## src/rtl/xlat_pkg.sv

```systemverilog
package xlat_pkg;

    localparam int RND_W = 8;
    localparam logic [RND_W-1:0] RND_MASK = 8'hB8;
    localparam logic [RND_W-1:0] RND_SEED = 8'h01;

    typedef enum logic {
        ACC_READ  = 1'b0,
        ACC_WRITE = 1'b1
    } acc_e;

    typedef struct packed {
        logic valid;
        logic dirty;
        logic refd;
    } flags_t;

    localparam flags_t FLAGS_EMPTY = '{valid: 1'b0, dirty: 1'b0, refd: 1'b0};
    localparam flags_t FLAGS_FRESH = '{valid: 1'b1, dirty: 1'b0, refd: 1'b0};

    function automatic logic [RND_W-1:0] rnd_step(input logic [RND_W-1:0] s);
        logic [RND_W-1:0] sh;
        sh = s >> 1;
        return s[0] ? (sh ^ RND_MASK) : sh;
    endfunction

    function automatic flags_t flags_on_hit(input flags_t f, input acc_e kind);
        flags_t r;
        r = f;
        r.refd = 1'b1;
        if (kind == ACC_WRITE) r.dirty = 1'b1;
        return r;
    endfunction

endpackage

```

## src/rtl/xlat_rnd.sv

```systemverilog
module xlat_rnd
    import xlat_pkg::*;
#(
    parameter int IDX_W = 3
) (
    input  logic             clk,
    input  logic             rst,
    output logic [IDX_W-1:0] rnd_idx
);
    logic [RND_W-1:0] state_q;

    always_ff @(posedge clk) begin
        if (rst) state_q <= RND_SEED;
        else     state_q <= rnd_step(state_q);
    end

    assign rnd_idx = state_q[IDX_W-1:0];

    assert_state_nonzero: assert property (@(posedge clk) disable iff (rst)
        1'b1 |=> state_q != '0);
endmodule

```

## src/rtl/xlat_match.sv

```systemverilog
module xlat_match #(
    parameter int ENTRIES = 8,
    parameter int VPN_W   = 20,
    localparam int IDX_W  = $clog2(ENTRIES)
) (
    input  logic [VPN_W-1:0]   key,
    input  logic [VPN_W-1:0]   tags [ENTRIES],
    input  logic [ENTRIES-1:0] valids,
    output logic [ENTRIES-1:0] match_vec,
    output logic               match_any,
    output logic [IDX_W-1:0]   match_idx
);
    genvar g;
    generate
        for (g = 0; g < ENTRIES; g++) begin : g_cmp
            assign match_vec[g] = valids[g] && (tags[g] == key);
        end
    endgenerate

    assign match_any = |match_vec;

    always_comb begin
        match_idx = '0;
        for (int i = ENTRIES - 1; i >= 0; i--) begin
            if (match_vec[i]) match_idx = IDX_W'(i);
        end
    end
endmodule

```

## src/rtl/xlat_victim.sv

```systemverilog
module xlat_victim #(
    parameter int ENTRIES = 8,
    localparam int IDX_W  = $clog2(ENTRIES)
) (
    input  logic [ENTRIES-1:0] valids,
    input  logic [IDX_W-1:0]   rnd_idx,
    input  logic               last_valid,
    input  logic [IDX_W-1:0]   last_idx,
    output logic [IDX_W-1:0]   victim
);
    logic             have_free;
    logic [IDX_W-1:0] free_idx;
    logic [IDX_W-1:0] rnd_pick;

    always_comb begin
        have_free = 1'b0;
        free_idx  = '0;
        for (int i = ENTRIES - 1; i >= 0; i--) begin
            if (!valids[i]) begin
                have_free = 1'b1;
                free_idx  = IDX_W'(i);
            end
        end
    end

    assign rnd_pick = (last_valid && (rnd_idx == last_idx)) ? rnd_idx + 1'b1 : rnd_idx;
    assign victim   = have_free ? free_idx : rnd_pick;
endmodule

```

## src/rtl/xlat_buf.sv

```systemverilog
module xlat_buf
    import xlat_pkg::*;
#(
    parameter int ENTRIES = 8,
    parameter int VPN_W   = 20,
    parameter int PFN_W   = 20,
    parameter int OFF_W   = 12,
    localparam int IDX_W  = $clog2(ENTRIES),
    localparam int PA_W   = PFN_W + OFF_W
) (
    input  logic             clk,
    input  logic             rst,
    input  logic             lk_valid,
    input  logic [VPN_W-1:0] lk_vpn,
    input  logic [OFF_W-1:0] lk_off,
    input  logic             lk_write,
    output logic             hit,
    output logic             miss,
    output logic [PA_W-1:0]  pa,
    output logic [IDX_W-1:0] hit_idx,
    output logic             hit_dirty,
    output logic             hit_ref,
    input  logic             fill_valid,
    input  logic             fill_fault,
    input  logic [VPN_W-1:0] fill_vpn,
    input  logic [PFN_W-1:0] fill_pfn,
    input  logic             purge
);
    logic [VPN_W-1:0]   tag_q   [ENTRIES];
    logic [PFN_W-1:0]   pfn_q   [ENTRIES];
    flags_t             flags_q [ENTRIES];
    logic [ENTRIES-1:0] valid_vec;
    logic [ENTRIES-1:0] match_vec;
    logic               match_any;
    logic [IDX_W-1:0]   match_idx;
    logic [IDX_W-1:0]   rnd_idx;
    logic [IDX_W-1:0]   victim;
    logic               last_valid_q;
    logic [IDX_W-1:0]   last_idx_q;
    logic               install;
    logic               hit_upd;
    acc_e               kind;

    genvar g;
    generate
        for (g = 0; g < ENTRIES; g++) begin : g_vld
            assign valid_vec[g] = flags_q[g].valid;
        end
    endgenerate

    xlat_match #(.ENTRIES(ENTRIES), .VPN_W(VPN_W)) u_match (
        .key      (lk_vpn),
        .tags     (tag_q),
        .valids   (valid_vec),
        .match_vec(match_vec),
        .match_any(match_any),
        .match_idx(match_idx)
    );

    xlat_rnd #(.IDX_W(IDX_W)) u_rnd (
        .clk    (clk),
        .rst    (rst),
        .rnd_idx(rnd_idx)
    );

    xlat_victim #(.ENTRIES(ENTRIES)) u_victim (
        .valids    (valid_vec),
        .rnd_idx   (rnd_idx),
        .last_valid(last_valid_q),
        .last_idx  (last_idx_q),
        .victim    (victim)
    );

    assign kind      = lk_write ? ACC_WRITE : ACC_READ;
    assign hit       = lk_valid && match_any;
    assign miss      = lk_valid && !match_any;
    assign hit_idx   = match_idx;
    assign pa        = {pfn_q[match_idx], lk_off};
    assign hit_dirty = flags_q[match_idx].dirty;
    assign hit_ref   = flags_q[match_idx].refd;
    assign install   = fill_valid && !fill_fault && !purge;
    assign hit_upd   = hit && !purge;

    always_ff @(posedge clk) begin
        if (rst) begin
            last_valid_q <= 1'b0;
            last_idx_q   <= '0;
            for (int i = 0; i < ENTRIES; i++) begin
                flags_q[i] <= FLAGS_EMPTY;
                tag_q[i]   <= '0;
                pfn_q[i]   <= '0;
            end
        end else if (purge) begin
            last_valid_q <= 1'b0;
            for (int i = 0; i < ENTRIES; i++) flags_q[i] <= FLAGS_EMPTY;
        end else begin
            if (hit_upd) begin
                last_valid_q       <= 1'b1;
                last_idx_q         <= match_idx;
                flags_q[match_idx] <= flags_on_hit(flags_q[match_idx], kind);
            end
            if (install) begin
                tag_q[victim]   <= fill_vpn;
                pfn_q[victim]   <= fill_pfn;
                flags_q[victim] <= FLAGS_FRESH;
            end
        end
    end

    assert_single_match_R2: assert property (@(posedge clk) disable iff (rst)
        $onehot0(match_vec));

    assert_fill_lands_R4: assert property (@(posedge clk) disable iff (rst)
        install |=> valid_vec[$past(victim)]);

    assert_hit_marks_ref_R7: assert property (@(posedge clk) disable iff (rst)
        (hit_upd && !(install && victim == match_idx)) |=> flags_q[$past(match_idx)].refd);

    assert_write_marks_dirty_R7: assert property (@(posedge clk) disable iff (rst)
        (hit_upd && lk_write && !(install && victim == match_idx))
            |=> flags_q[$past(match_idx)].dirty);

    assert_spare_last_R9: assert property (@(posedge clk) disable iff (rst)
        (install && (&valid_vec) && last_valid_q) |-> victim != last_idx_q);

    assert_purge_empties_R10: assert property (@(posedge clk) disable iff (rst)
        purge |=> valid_vec == '0);
endmodule

```

## config.mk

```make
export PLATFORM = sky130hd
export DESIGN_NAME = xlat_buf
export DESIGN_NICKNAME = d
export VERILOG_FILES = /design/src/rtl/xlat_pkg.sv /design/src/rtl/xlat_rnd.sv /design/src/rtl/xlat_match.sv /design/src/rtl/xlat_victim.sv /design/src/rtl/xlat_buf.sv
export SDC_FILE = /design/constraint.sdc
export NUM_CORES = 1
export LEC_CHECK = 0
export BUFFER_PORTS_ARGS = -buffer_cell sky130_fd_sc_hd__buf_2
export CORE_UTILIZATION = 54
export CTS_BUF_LIST = sky130_fd_sc_hd__clkbuf_4 sky130_fd_sc_hd__clkbuf_8 sky130_fd_sc_hd__clkbuf_16
export CTS_CLUSTER_SIZE = 25
export DETAILED_ROUTE_END_ITERATION = 8
export PLACE_DENSITY = 0.76
export SYNTH_ARGS = -nofsm -noshare
export SYNTH_HDL_FRONTEND = slang
export SYNTH_HIERARCHICAL = 1
export SYNTH_SLANG_ARGS = --single-unit
```

## constraint.sdc

```tcl
create_clock -name clk -period 3.98 [get_ports clk]
set_input_delay 0.796 -clock clk [delete_from_list [all_inputs] [get_ports clk]]
set_output_delay 0.796 -clock clk [all_outputs]
set_load 0.01 [all_outputs]
```

# After elaboration in Yosys (flattened, before gate mapping)
# Memory sizes are Yosys's and may differ from the RTL's.
# Cells that the tools add are included.
# totals
out_inout_bits	39
mem_bits_rw	184
regBits	172
n_memories	2
# classes
eq_ne	9
n_bitwise	12
n_mux	65
addsub	1
n_reduce_logical	26
magnitude_cmp	2
# mem_list
memory	words	width	rd	rd_ports_with_merged_regs	write_ports	line_no	text
pfn_q	8	20	1	0	8	xlat_buf.sv:30	logic [PFN_W-1:0] pfn_q [ENTRIES];
flags_q	8	3	9	0	8	xlat_buf.sv:31	flags_t flags_q [ENTRIES];
# ops
op	n
160-bit bitwise mux	1
20-bit equality test	8
3-bit two-way mux	31
20-bit demux with 3-bit select	1
20-bit two-way mux	2
1-bit two-way mux	29
20-bit OR reduction	1
1-bit logical AND	15
3-bit NOT with 4-bit output	2
1-bit OR	8
8-bit OR reduction	1
6-bit two-way mux	1
3-bit OR reduction	2
4-bit >= comparator (second input constant)	1
4-bit by 1-bit less-than comparator with 1-bit output (second input constant)	1
2-bit AND reduction	2
2-bit OR reduction	2
3-bit by 1-bit adder with 3-bit output (second input constant)	1
3-bit equality test	1
1-bit logical NOT	3
1-bit NOT	2

# Longest topological paths before layout
# Gate-level depths: netlist of the first run.
# An unclocked memory read counts as a cell.
# logic_depth
word_depth	16
mapped_depth	16

# By module
# Netlist of the first run, hierarchy kept.
# by_module_without_submodules
mod	n_inst	cells_each	area_per_inst_um2
xlat_buf	1	1031	13405.4
xlat_match	1	251	2138.3
xlat_rnd	1	22	251.5
xlat_victim	1	27	168.9

# Worst setup path after synthesis of the first run
# OpenSTA, ideal clock, no wires.
# synth_timing
path_type	input to output
from	in lk_vpn[15]
to	out pa[12]
stages	13
arrival_time_ns	3.610
path_buffers	3
slack_ns	-0.426
cell_sequence	buf_6 > xor2_1 > nor4_1 > nand4_1 > nor4_4 > o21bai_1 > a21oi_1 > o22ai_1 > buf_2 > buf_2 > mux2_2 > a221oi_1 > o22ai_1
# synth_via
elab_cells_between_ends	25
classes_between	8 x eq/ne; 8 x mux; 8 x reduce/logical; 1 x memory
# synth_lines
item	line_no	text
start, declared	xlat_buf.sv:14	input logic [VPN_W-1:0] lk_vpn,
20-bit equality test	xlat_match.sv:16	assign match_vec[g] = valids[g] && (tags[g] == key);
1-bit logical AND	xlat_match.sv:16	
named net match_vec[5]	xlat_buf.sv:33	logic [ENTRIES-1:0] match_vec;
3-bit two-way mux (6 in a row)	xlat_match.sv:25	if (match_vec[i]) match_idx = IDX_W'(i);
named net hit_idx[0]	xlat_buf.sv:20	output logic [IDX_W-1:0] hit_idx,
memory 8 x 20 bit	-	
end, declared	xlat_buf.sv:19	output logic [PA_W-1:0] pa,
# The timed path passes the listed nets, and every way through them passes these cells.

# Final worst setup path of the first run
# layout_timing
from	in lk_vpn[15]
to	out pa[28]
# layout_via
elab_cells_between_ends	25
classes_between	8 x eq/ne; 8 x mux; 8 x reduce/logical; 1 x memory
# layout_lines
item	line_no
20-bit equality test	xlat_match.sv:16
1-bit logical AND	xlat_match.sv:16
named net match_vec[5]	xlat_buf.sv:33
3-bit two-way mux (6 in a row)	xlat_match.sv:25
memory 8 x 20 bit	-
# The timed path passes the listed nets, and every way through them passes these cells.

==> results.sh, run 1 <==
export IMPL_antenna_left=0
export IMPL_startpoint_type="primary input"
export IMPL_syn_instance_count=1331
export IMPL_leakagePower_nw=7.95
export IMPL_critPathRequiredTime_ps=3180
export IMPL_synthMostInstantiatedCell="sky130_fd_sc_hd__dfxtp_1"
export IMPL_fin_total_pwr_mw=8.09
export IMPL_vias=12100
export IMPL_cp_arrival_ps=3770
export IMPL_fmaxAchievable_mhz=219
export IMPL_tightest_slew_ps=1090
export IMPL_ys_types=59
export IMPL_final_hold_violation_count=0
export IMPL_cp_end_kind="primary output"
export IMPL_top_cell_type_by_total_area_after_synthesis="sky130_fd_sc_hd__edfxtp_1"
export IMPL_clock_sinks=356
export IMPL_synth_top_area_share_pct=30.1
export IMPL_dp_cells=1825
export IMPL_max_cap_violations=0
export IMPL_critical_path_slowest_cell="sky130_fd_sc_hd__nor4_1"
export IMPL_post_synth_most_frequent_cells="196 x sky130_fd_sc_hd__dfxtp_1, 160 x sky130_fd_sc_hd__a22o_1, 160 x sky130_fd_sc_hd__and2_1, 160 x sky130_fd_sc_hd__edfxtp_1, 110 x sky130_fd_sc_hd__xnor2_1"
export IMPL_post_synth_edffs=160
export IMPL_finalHoldWorstSlack_ps=450
export IMPL_route_detailed_drc=0
export IMPL_cts_tree="built"
export IMPL_cp_slowest_stage_delay_ps=300
export IMPL_final_nets=1601
export IMPL_power_per_cell_area_nw_per_um2=397
export IMPL_placementRows=62
export IMPL_register_area_share_after_synthesis_pct=54.7
export IMPL_design_core_area_sq_um=28900
export IMPL_hold_depth=1
export IMPL_cts_root_to_sink_buffers=3
export IMPL_postSynthRegisterBits=356
export IMPL_synth_xor_area_share_pct=9.16
export IMPL_first_pass_grt_wire_length_mm=71.4
export IMPL_synthSimpleGateAreaFrac_pct=13.4
export IMPL_clock_skew_final_ps=28.2
export IMPL_grt_antenna_before_repair=2
export IMPL_synth_area_sq_um=16000
export IMPL_cts_htree_levels=2
export IMPL_postSynth_asyncResetShare_pct=0
export IMPL_detail_route_wl_per_cell_um=25.2
export IMPL_floorplan_die_width_um=174
export IMPL_worstSkewPairLatency_ps=530
export IMPL_clk_root_buffer_cell="sky130_fd_sc_hd__clkbuf_16"
export IMPL_syn_num_nets=1411
export IMPL_synth_main_ff_cell="sky130_fd_sc_hd__dfxtp_1"
export IMPL_area_growth_syn_to_layout_pct=27.7
export IMPL_grt_pass1_vias=11800
export IMPL_io_pin_count=118
export IMPL_slew_headroom_pct=27.3
export IMPL_synth_mux_area_fraction_pct=3.73
export IMPL_avgViaCountPerCell=6.28
export IMPL_yosys_area_share_adder_pct=0.0784
export IMPL_portBuffers=93
export IMPL_critical_path_most_common_cell="sky130_fd_sc_hd__buf_12"
export IMPL_critical_path_buf_inv_count=6
export IMPL_yosysWarnings=6
export IMPL_initial_core_util_pct=55.3
export IMPL_period_share_pct=115
export IMPL_synth_area_leaders="sky130_fd_sc_hd__edfxtp_1 30%, sky130_fd_sc_hd__dfxtp_1 25%, sky130_fd_sc_hd__a22o_1 8.8%"
export IMPL_groute_usage_overall_pct=31.2
export IMPL_setup_viol=32
export IMPL_worst_path_max_fanout=6
export IMPL_layout_setup_ws_ps=-587
export IMPL_stdcell_count=1934
export IMPL_total_wirelength_mm=48.7
export IMPL_cts_buffers_inserted=37
export IMPL_period_minus_slack_ps=4570
export IMPL_total_half_perimeter_wirelength_after_legalization_and_detailed_placement_mm=29.2
export IMPL_worst_r2r_path_depth=24
export IMPL_final_max_slew_violation_count=0
export IMPL_globalRoute_totalOverflow=0
export IMPL_grt_max_degree=32
export IMPL_cp_top_family="buffers and inverters"
export IMPL_ir_drop_mv=0.376
export IMPL_violations="negative setup slack"
export IMPL_largest_family_of_logic_cells_by_synthesized_area="compound AO/OA/AOI/OAI gates"
export IMPL_rsz_0062_raised_after_global_routing="true"
export IMPL_worst_hold_path_type="reg2reg"
export IMPL_die_area_sq_um=30300
export IMPL_timing_critical_path_cells="clkbuf_4 > xor2_2 > nor4_1 > nand4_1 > nor4_4 > buf_4 > nor2_2 > a211oi_2 > nor3_4 > buf_12 > buf_12 > buf_16 > mux2_4 > a221oi_2 > o22ai_2 > buf_2"
export IMPL_compound_gate_portion_of_the_synthesized_area_pct=14.0
export IMPL_path_clk_slew_ps=60
export IMPL_num_fill_cells=1875
export IMPL_path_class="in2out"
export IMPL_final_layout_size_suffix_gt1_share_pct=34.7
export IMPL_drt_iter0_markers=1273
export IMPL_cts_hold_buf=0
export IMPL_dieHeight_um=174
export IMPL_worstSetupPathDepth=16
export IMPL_routability_driven_placement_congestion_ratio=0.976
export IMPL_detailed_routing_iterations_pass_1=5
export IMPL_postSynthAreaPerCell_sq_um=12.0
export IMPL_outcome="complete, but fails checks"
through the flow:
step | util (%) | cell area (sq um) | setup slack (ps) | TNS, ps
2_1_floorplan | - | 16300 | -49.2 | -708
3_3_place_gp | 61.5 | 17800 | -770 | -18870
3_5_place_dp | 61.5 | 17800 | -849 | -20350
4_1_cts | 68.7 | 19800 | -535 | -11320
5_1_grt | 70.6 | 20400 | -684 | -16810
6_report | 70.6 | 20400 | -587 | -14140
final timing paths:
check                                       from  slack [ps]                to
worst max-delay path                  lk_vpn[15]        -590            pa[28]
worst min-delay path            u_rnd/state_q[7]         450  u_rnd/state_q[6]
worst max register to register         tag_q[24]        -220     flags_q[7][1]
worst min register to register  u_rnd/state_q[7]         450  u_rnd/state_q[6]
report_power, final:
group          total [mW]  internal, mW  switching (mW)
clock network        3.64          2.22            1.42
logic               0.527         0.202           0.326
registers            3.92          3.89          0.0357
total                8.09          6.30            1.78
area by class of cell:
class / instances / area, sq um / area share [%]
antenna: 1 / 2.50 / 0.0123
clock buffer: 58 / 1200 / 5.91
clock inverter: 9 / 101 / 0.497
inverter: 19 / 78.8 / 0.387
multi-input combinational: 827 / 7430 / 36.5
sequential: 356 / 8730 / 42.8
tap: 384 / 480 / 2.36
timing repair buffer: 280 / 2360 / 11.6
routing by layer:
metal	vias up	global-route usage [%]	wire, um
met2	727	49.8	22800
met1	6064	42.2	19400
li1	5219	-	-
met5	-	0	13
met3	124	5.53	4750
met4	2	12.8	1750
repair_timing:
action	4_1_cts	5_1_grt
resized for setup	87	77
gates cloned	4	0
setup endpoints to repair	25	33
setup buffers	24	15
pin swaps	35	33
cell usage in the layout, fill, tap and decap left out, types with 8 or more instances in the layout:
cell                        instances
sky130_fd_sc_hd__nand4_1           25
sky130_fd_sc_hd__a221oi_4          14
sky130_fd_sc_hd__nor3_1            12
sky130_fd_sc_hd__nand2_1           16
sky130_fd_sc_hd__clkbuf_8          11
sky130_fd_sc_hd__nand3_1            8
sky130_fd_sc_hd__a221oi_2          18
sky130_fd_sc_hd__nor2_4            11
sky130_fd_sc_hd__clkbuf_16         40
sky130_fd_sc_hd__nor4_2            10
sky130_fd_sc_hd__o21ai_0            8
sky130_fd_sc_hd__mux2_2            10
sky130_fd_sc_hd__xnor2_2           16
sky130_fd_sc_hd__inv_1             15
sky130_fd_sc_hd__buf_2             74
sky130_fd_sc_hd__a22o_1           160
sky130_fd_sc_hd__and2_1           160
sky130_fd_sc_hd__a21oi_2           10
sky130_fd_sc_hd__o22ai_2           14
sky130_fd_sc_hd__buf_12            19
sky130_fd_sc_hd__nor2_1            30
sky130_fd_sc_hd__buf_6             21
sky130_fd_sc_hd__dfxtp_1          194
sky130_fd_sc_hd__xor2_1            55
sky130_fd_sc_hd__edfxtp_1         160
sky130_fd_sc_hd__clkbuf_4           9
sky130_fd_sc_hd__mux2_4            18
sky130_fd_sc_hd__buf_4            155
sky130_fd_sc_hd__mux2i_1           10
sky130_fd_sc_hd__nand2_2           10
sky130_fd_sc_hd__mux4_2             8
sky130_fd_sc_hd__a22oi_1           10
sky130_fd_sc_hd__xnor2_1           92
registers in the layout, summed over array words and instances, names as in the netlist:
name	count
last_valid_q	1
tag_q	160
flags_q	24
pfn_q	160
last_idx_q	3
u_rnd/state_q	8
cells by family after synthesis:
group | count (synthesis)
AND/OR/NAND/NOR | 339
buffers and inverters | 148
flip-flops | 356
adder cells (fa/ha/maj) | 1
multiplexers | 46
AO/OA/AOI/OAI | 274
XOR/XNOR | 167
No activity file was read; power rests on OpenSTA's default activity.
==> run 2: changes to the inputs <==
- CORE_ASPECT_RATIO: default -> 0.7
- GPL_TIMING_DRIVEN: default -> 0
==> run 2 against run 1 <==
  * The flow still finishes with violations (negative setup slack)
  * Critical endpoint is now pa[27]
  * Cell count down 1.2%
  * First-iteration DRC count up 17%
  * Routed wire length up 2.5%
  * Register-to-register slack better by 310 ps
  * Clock power down 11%
==> results.sh, run 2 (same netlist as run 1, synthesis figures left out) <==
export IMPL_outcome="complete, but fails checks"
export IMPL_violations="negative setup slack"
export IMPL_vias=12200
export IMPL_fin_setup_tns_ps=-9860
export IMPL_initial_core_util_pct=55.1
export IMPL_power_per_cell_area_nw_per_um2=383
export IMPL_worstSkewPairLatency_ps=520
export IMPL_detailed_routing_iterations_pass_1=5
export IMPL_design_core_area_sq_um=29000
export IMPL_dieHeight_um=146
export IMPL_num_fill_cells=1905
export IMPL_routed_wl_met3_mm=6.42
export IMPL_route_detailed_drc=0
export IMPL_tightest_slew_ps=1120
export IMPL_timing_critical_path_to="pa[27]"
export IMPL_max_cap_violations=0
export IMPL_total_half_perimeter_wirelength_after_legalization_and_detailed_placement_mm=31.7
export IMPL_mostFrequentLayoutCell="sky130_fd_sc_hd__dfxtp_1"
export IMPL_portBuffers=64
export IMPL_maxUsedRoutingLayer="met4"
export IMPL_routability_driven_placement_congestion_ratio=0.928
export IMPL_cts_tree="built"
export IMPL_period_share_pct=114
export IMPL_path_class="in2out"
export IMPL_finalHoldWorstSlack_ps=439
export IMPL_cts_buffers_inserted=35
export IMPL_drt_iter0_markers=1492
export IMPL_clock_sinks=356
export IMPL_holdCritStartpoint="u_rnd/state_q[3]"
export IMPL_commonest_cells_after_routing_fill_and_taps_aside="193 x sky130_fd_sc_hd__dfxtp_1, 160 x sky130_fd_sc_hd__a22o_1, 160 x sky130_fd_sc_hd__and2_1, 160 x sky130_fd_sc_hd__edfxtp_1, 96 x sky130_fd_sc_hd__xnor2_1"
export IMPL_dp_cells=1773
export IMPL_avgViaCountPerCell=6.37
export IMPL_final_hold_violation_count=0
export IMPL_final_max_slew_violation_count=0
export IMPL_largestRegisters="pfn_q x160, tag_q x160, flags_q x24"
export IMPL_worst_path_max_fanout=6
export IMPL_rr_startpoint="u_rnd/state_q[0]"
export IMPL_reg2reg_to="pfn_q[7][18]"
export IMPL_startpoint_type="primary input"
export IMPL_ir_drop_mv=0.242
export IMPL_slew_headroom_pct=25.5
export IMPL_critPathRequiredTime_ps=3180
export IMPL_io_pin_count=118
export IMPL_detail_route_wl_per_cell_um=26.2
export IMPL_route_met2_wl_mm=21.0
export IMPL_final_layout_size_suffix_gt1_share_pct=31.3
export IMPL_total_wirelength_mm=50.0
export IMPL_floorplan_die_width_um=208
export IMPL_rsz_0062_raised_after_global_routing="true"
export IMPL_regToRegSetupSlack_ps=90
export IMPL_leakagePower_nw=7.65
export IMPL_clk_root_buffer_cell="sky130_fd_sc_hd__clkbuf_16"
export IMPL_cts_root_to_sink_buffers=3
export IMPL_cts_htree_levels=2
export IMPL_globalRoute_totalOverflow=0
export IMPL_cp_end_kind="primary output"
export IMPL_clock_skew_final_ps=25.8
export IMPL_cp_startpoint="lk_vpn[13]"
export IMPL_final_nets=1588
export IMPL_worst_hold_path_type="reg2reg"
export IMPL_die_area_sq_um=30300
export IMPL_grt_max_degree=21
export IMPL_layout_core_utilization_pct=69.5
export IMPL_antenna_left=0
export IMPL_first_pass_grt_wire_length_mm=72.2
export IMPL_grt_pass1_vias=11700
export IMPL_stdcell_count=1910
export IMPL_worst_r2r_path_depth=9
export IMPL_cts_hold_buf=0
export IMPL_layout_setup_ws_ps=-577
export IMPL_cp_arrival_ps=3760
export IMPL_groute_usage_overall_pct=32.0
export IMPL_drt_met1_wl_mm=21.1
export IMPL_period_minus_slack_ps=4560
export IMPL_fmaxAchievable_mhz=219
export IMPL_area_growth_syn_to_layout_pct=26.0
export IMPL_placementRows=52
export IMPL_dpl_worst_slack_ps=-1230
export IMPL_setup_viol=22
export IMPL_grt_antenna_before_repair=2
export IMPL_path_clk_slew_ps=60
## run 2: cell count changes in the layout (fill, tap and decap cells not counted), moves of 6 or more
| cell | previous run | this run |
|---|---|---|
| sky130_fd_sc_hd__a21oi_2 | 10 | 4 |
| sky130_fd_sc_hd__clkinvlp_4 | 3 | 14 |
| sky130_fd_sc_hd__buf_6 | 21 | 38 |
| sky130_fd_sc_hd__clkbuf_1 | 0 | 27 |
| sky130_fd_sc_hd__a21oi_1 | 4 | 10 |
| sky130_fd_sc_hd__xor2_2 | 2 | 12 |
| sky130_fd_sc_hd__a221oi_2 | 18 | 12 |
| sky130_fd_sc_hd__buf_1 | 0 | 20 |
| sky130_fd_sc_hd__clkbuf_2 | 0 | 7 |
| sky130_fd_sc_hd__buf_4 | 155 | 56 |
| sky130_fd_sc_hd__xor2_1 | 55 | 44 |
## run 2: per-layer routing
layer | vias up | GRT usage, %
met4 | 0 | 9.33
met2 | 802 | 45.5
met3 | 124 | 9.54
met5 | - | 0
met1 | 6050 | 47.0
li1 | 5186 | -
## run 2: how the worst min path moves through the flow
stage	end	cells past startpoint
after detailed placement	u_rnd/state_q[0]	1
after global placement	u_rnd/state_q[6]	1
after floorplan	u_rnd/state_q[2]	1
after CTS	u_rnd/state_q[2]	1
final	u_rnd/state_q[2]	1
after global routing	u_rnd/state_q[6]	1
## run 2: cell type report
cell class / count / area [sq um] / share of cell area (%)
Sequential cell: 356 / 8730 / 43.4
Buffer: 128 / 1050 / 5.22
Antenna cell: 1 / 2.50 / 0.0124
Timing Repair Buffer: 135 / 1100 / 5.46
Multi-Input combinational cell: 827 / 7510 / 37.4
Tap cell: 378 / 473 / 2.35
Clock buffer: 55 / 1070 / 5.32
Clock inverter: 5 / 28.8 / 0.143
Inverter: 19 / 101 / 0.504
Timing Repair inverter: 6 / 45.0 / 0.224
## run 2: report_power, final
group	switching (mW)	internal, mW
clock	1.40	1.85
sequential	0.0341	3.89
combinational	0.338	0.201
## run 2: what timing repair did
item | CTS | global route
gates resized for setup | 163 | 79
cloned | 6 | 6
endpoints found under the setup margin | 34 | 140
buffers inserted | 46 | 24
pin swaps | 65 | 26
## run 2: critical path, cell delays in order
cell and delay, ps:
sky130_fd_sc_hd__buf_12 110, sky130_fd_sc_hd__buf_4 160, sky130_fd_sc_hd__xnor2_1 260, sky130_fd_sc_hd__nand4_1 240
sky130_fd_sc_hd__nor4_4 400, sky130_fd_sc_hd__nor2_2 80, sky130_fd_sc_hd__a211oi_2 250, sky130_fd_sc_hd__nor3_2 80
sky130_fd_sc_hd__buf_6 150, sky130_fd_sc_hd__buf_6 120, sky130_fd_sc_hd__buf_8 130, sky130_fd_sc_hd__mux2_4 320
sky130_fd_sc_hd__a221oi_4 360, sky130_fd_sc_hd__o22ai_2 130, sky130_fd_sc_hd__buf_2 150
## run 2: stage by stage
step / area (sq um) / total power, mW
2_1_floorplan: 16300 / 4.27
3_3_place_gp: 17100 / 4.44
3_5_place_dp: 17100 / 4.44
4_1_cts: 19600 / 7.65
5_1_grt: 20100 / 7.86
6_report: 20100 / 7.70
==> run 3: changes to the inputs <==
- REMOVE_ABC_BUFFERS: default -> 1
==> run 3 against run 2 <==
  * The run still ends with negative setup slack left
  * Cell count decreased by 2.2%
  * Clock power increased by 1%
  * Cell area fell by 0.13%
  * Power up 0.24%
  * Sequential power about the same
  * Non-clock buffer count shrank 40
  * Critical path type unchanged
  * Highest routed layer is now met5
==> results.sh, run 3 (same netlist as run 1, synthesis figures left out) <==
export IMPL_outcome="complete, but fails checks"
export IMPL_violations="negative setup slack"
export IMPL_critPathRequiredTime_ps=3180
export IMPL_leakagePower_nw=7.59
export IMPL_path_class="in2out"
export IMPL_initial_core_util_pct=55.1
export IMPL_final_max_slew_violation_count=0
export IMPL_p_switching_mw=1.82
export IMPL_setup_viol=25
export IMPL_drt_iter0_markers=1681
export IMPL_groute_usage_overall_pct=31.8
export IMPL_switching_share_pct=23.6
export IMPL_detailed_routing_iterations_pass_1=9
export IMPL_die_area_sq_um=30300
export IMPL_portBuffers=93
export IMPL_internal_power_mw=5.90
export IMPL_mostFrequentLayoutCell="sky130_fd_sc_hd__dfxtp_1"
export IMPL_grt_antenna_before_repair=4
export IMPL_path_clk_slew_ps=60
export IMPL_worst_path_max_fanout=7
export IMPL_grt_max_degree=44
export IMPL_final_nets=1545
export IMPL_p_seq_share_pct=50.8
export IMPL_floorplan_die_width_um=208
export IMPL_clock_skew_final_ps=16.1
export IMPL_first_pass_grt_wire_length_mm=72.9
export IMPL_dp_cells=1694
export IMPL_dpl_worst_slack_ps=-1860
export IMPL_period_minus_slack_ps=4870
export IMPL_fin_setup_tns_ps=-17590
export IMPL_slew_headroom_pct=6.12
export IMPL_critical_path_slowest_cell="sky130_fd_sc_hd__nor4_4"
export IMPL_worstSkewPairLatency_ps=520
export IMPL_critical_path_buf_inv_count=7
export IMPL_finalHoldWorstSlack_ps=448
export IMPL_worst_hold_path_type="reg2reg"
export IMPL_cp_top_family="simple AND/OR/NAND/NOR gates"
export IMPL_vias=12400
export IMPL_route_detailed_drc=0
export IMPL_io_pin_count=118
export IMPL_commonest_cells_after_routing_fill_and_taps_aside="196 x sky130_fd_sc_hd__dfxtp_1, 160 x sky130_fd_sc_hd__a22o_1, 160 x sky130_fd_sc_hd__and2_1, 160 x sky130_fd_sc_hd__edfxtp_1, 106 x sky130_fd_sc_hd__xnor2_1"
export IMPL_cts_tree="built"
export IMPL_power_per_cell_area_nw_per_um2=384
export IMPL_power_frac_comb_pct=6.6
export IMPL_grt_pass1_vias=11900
export IMPL_ir_drop_mv=0.226
export IMPL_critical_path_most_common_cell="sky130_fd_sc_hd__buf_12"
export IMPL_cts_root_to_sink_buffers=3
export IMPL_cts_buffers_inserted=36
export IMPL_cts_hold_buf=0
export IMPL_cts_htree_levels=2
export IMPL_total_wirelength_mm=52.4
export IMPL_cp_slowest_stage_delay_ps=370
export IMPL_cp_arrival_ps=4070
export IMPL_max_cap_violations=0
export IMPL_clock_sinks=356
export IMPL_antenna_left=0
export IMPL_rsz_0062_raised_after_global_routing="true"
export IMPL_placementRows=52
export IMPL_layout_setup_ws_ps=-888
export IMPL_final_layout_size_suffix_gt1_share_pct=31.4
export IMPL_routability_driven_placement_congestion_ratio=0.848
export IMPL_tightest_slew_ps=1400
export IMPL_design_core_area_sq_um=29000
export IMPL_timing_critical_path_cells="buf_12 > buf_6 > xnor2_2 > nand4_1 > nor4_4 > nand4_1 > inv_1 > or2_1 > a211oi_2 > nor3_4 > buf_12 > buf_4 > buf_12 > mux2_4 > a221oi_2 > o22ai_1 > buf_2"
export IMPL_fin_total_pwr_mw=7.72
export IMPL_fmaxAchievable_mhz=205
export IMPL_avgViaCountPerCell=6.62
export IMPL_detail_route_wl_per_cell_um=28.1
export IMPL_final_hold_violation_count=0
export IMPL_globalRoute_totalOverflow=0
export IMPL_total_half_perimeter_wirelength_after_legalization_and_detailed_placement_mm=27.3
export IMPL_clock_power_share_pct=42.6
export IMPL_clk_root_buffer_cell="sky130_fd_sc_hd__clkbuf_16"
export IMPL_startpoint_type="primary input"
export IMPL_period_share_pct=122
export IMPL_cp_end_kind="primary output"
export IMPL_area_growth_syn_to_layout_pct=25.8
export IMPL_dieHeight_um=146
export IMPL_largestRegisters="pfn_q x160, tag_q x160, flags_q x24"
export IMPL_stdcell_count=1868
run 3: cell types whose count changed in the layout (fill, tap and decap cells not counted), sizes merged:
cell,delta
bufinv,+1
clkinv,+8
clkbuf,-51
inv,-1
clkinvlp,-3
bufbuf,+1
diode,+2
nor2b,+1
run 3: area by class of cell:
cell class	count	area [sq um]
antenna	3	7.51
clock buffer	45	998
clock inverter	15	97.6
fill	1789	8860
inverter	19	106
multi-input combinational	828	7420
sequential	356	8730
tap	378	473
timing repair buffer	223	2250
timing repair inverter	1	7.51
run 3: power groups by stage:
stage / combinational, mW / clock, mW / sequential (mW)
after global placement: 0.395 / 0 / 3.99
after detailed placement: 0.418 / 0 / 3.99
after global routing: 0.523 / 3.40 / 3.93
after CTS: 0.462 / 3.23 / 3.92
final: 0.507 / 3.29 / 3.92
after floorplan: 0.187 / 0 / 3.98
run 3: final timing paths:
check	startpoint	endpoint	slack, ps	cells after the start
worst min-delay path	u_rnd/state_q[7]	u_rnd/state_q[6]	450	1
worst min register to register	u_rnd/state_q[7]	u_rnd/state_q[6]	450	1
worst max-delay path	lk_vpn[3]	pa[27]	-890	17
worst max register to register	tag_q[37]	flags_q[2][1]	90	17
run 3: stage by stage:
| stage | instance area [sq um] | util (%) |
|---|---|---|
| global placement | 16200 | 55.9 |
| CTS | 19300 | 66.8 |
| global route | 20100 | 69.4 |
| detailed placement | 16600 | 57.3 |
| finish | 20100 | 69.4 |
| floorplan | 15200 | - |
run 3: what timing repair did:
| action | 4_1_cts | 5_1_grt |
|---|---|---|
| gates resized for setup | 182 | 90 |
| buffers inserted | 73 | 42 |
| pin swaps | 70 | 59 |
| setup endpoints to repair | 121 | 135 |
| gates cloned | 6 | 3 |
run 3: per-layer routing:
metal / share of wire, % / global-route usage (%)
met1: 39 / 44.2
met2: 44 / 47.7
met3: 13 / 8.22
met4: 4.1 / 12.1
met5: 0.025 / 0
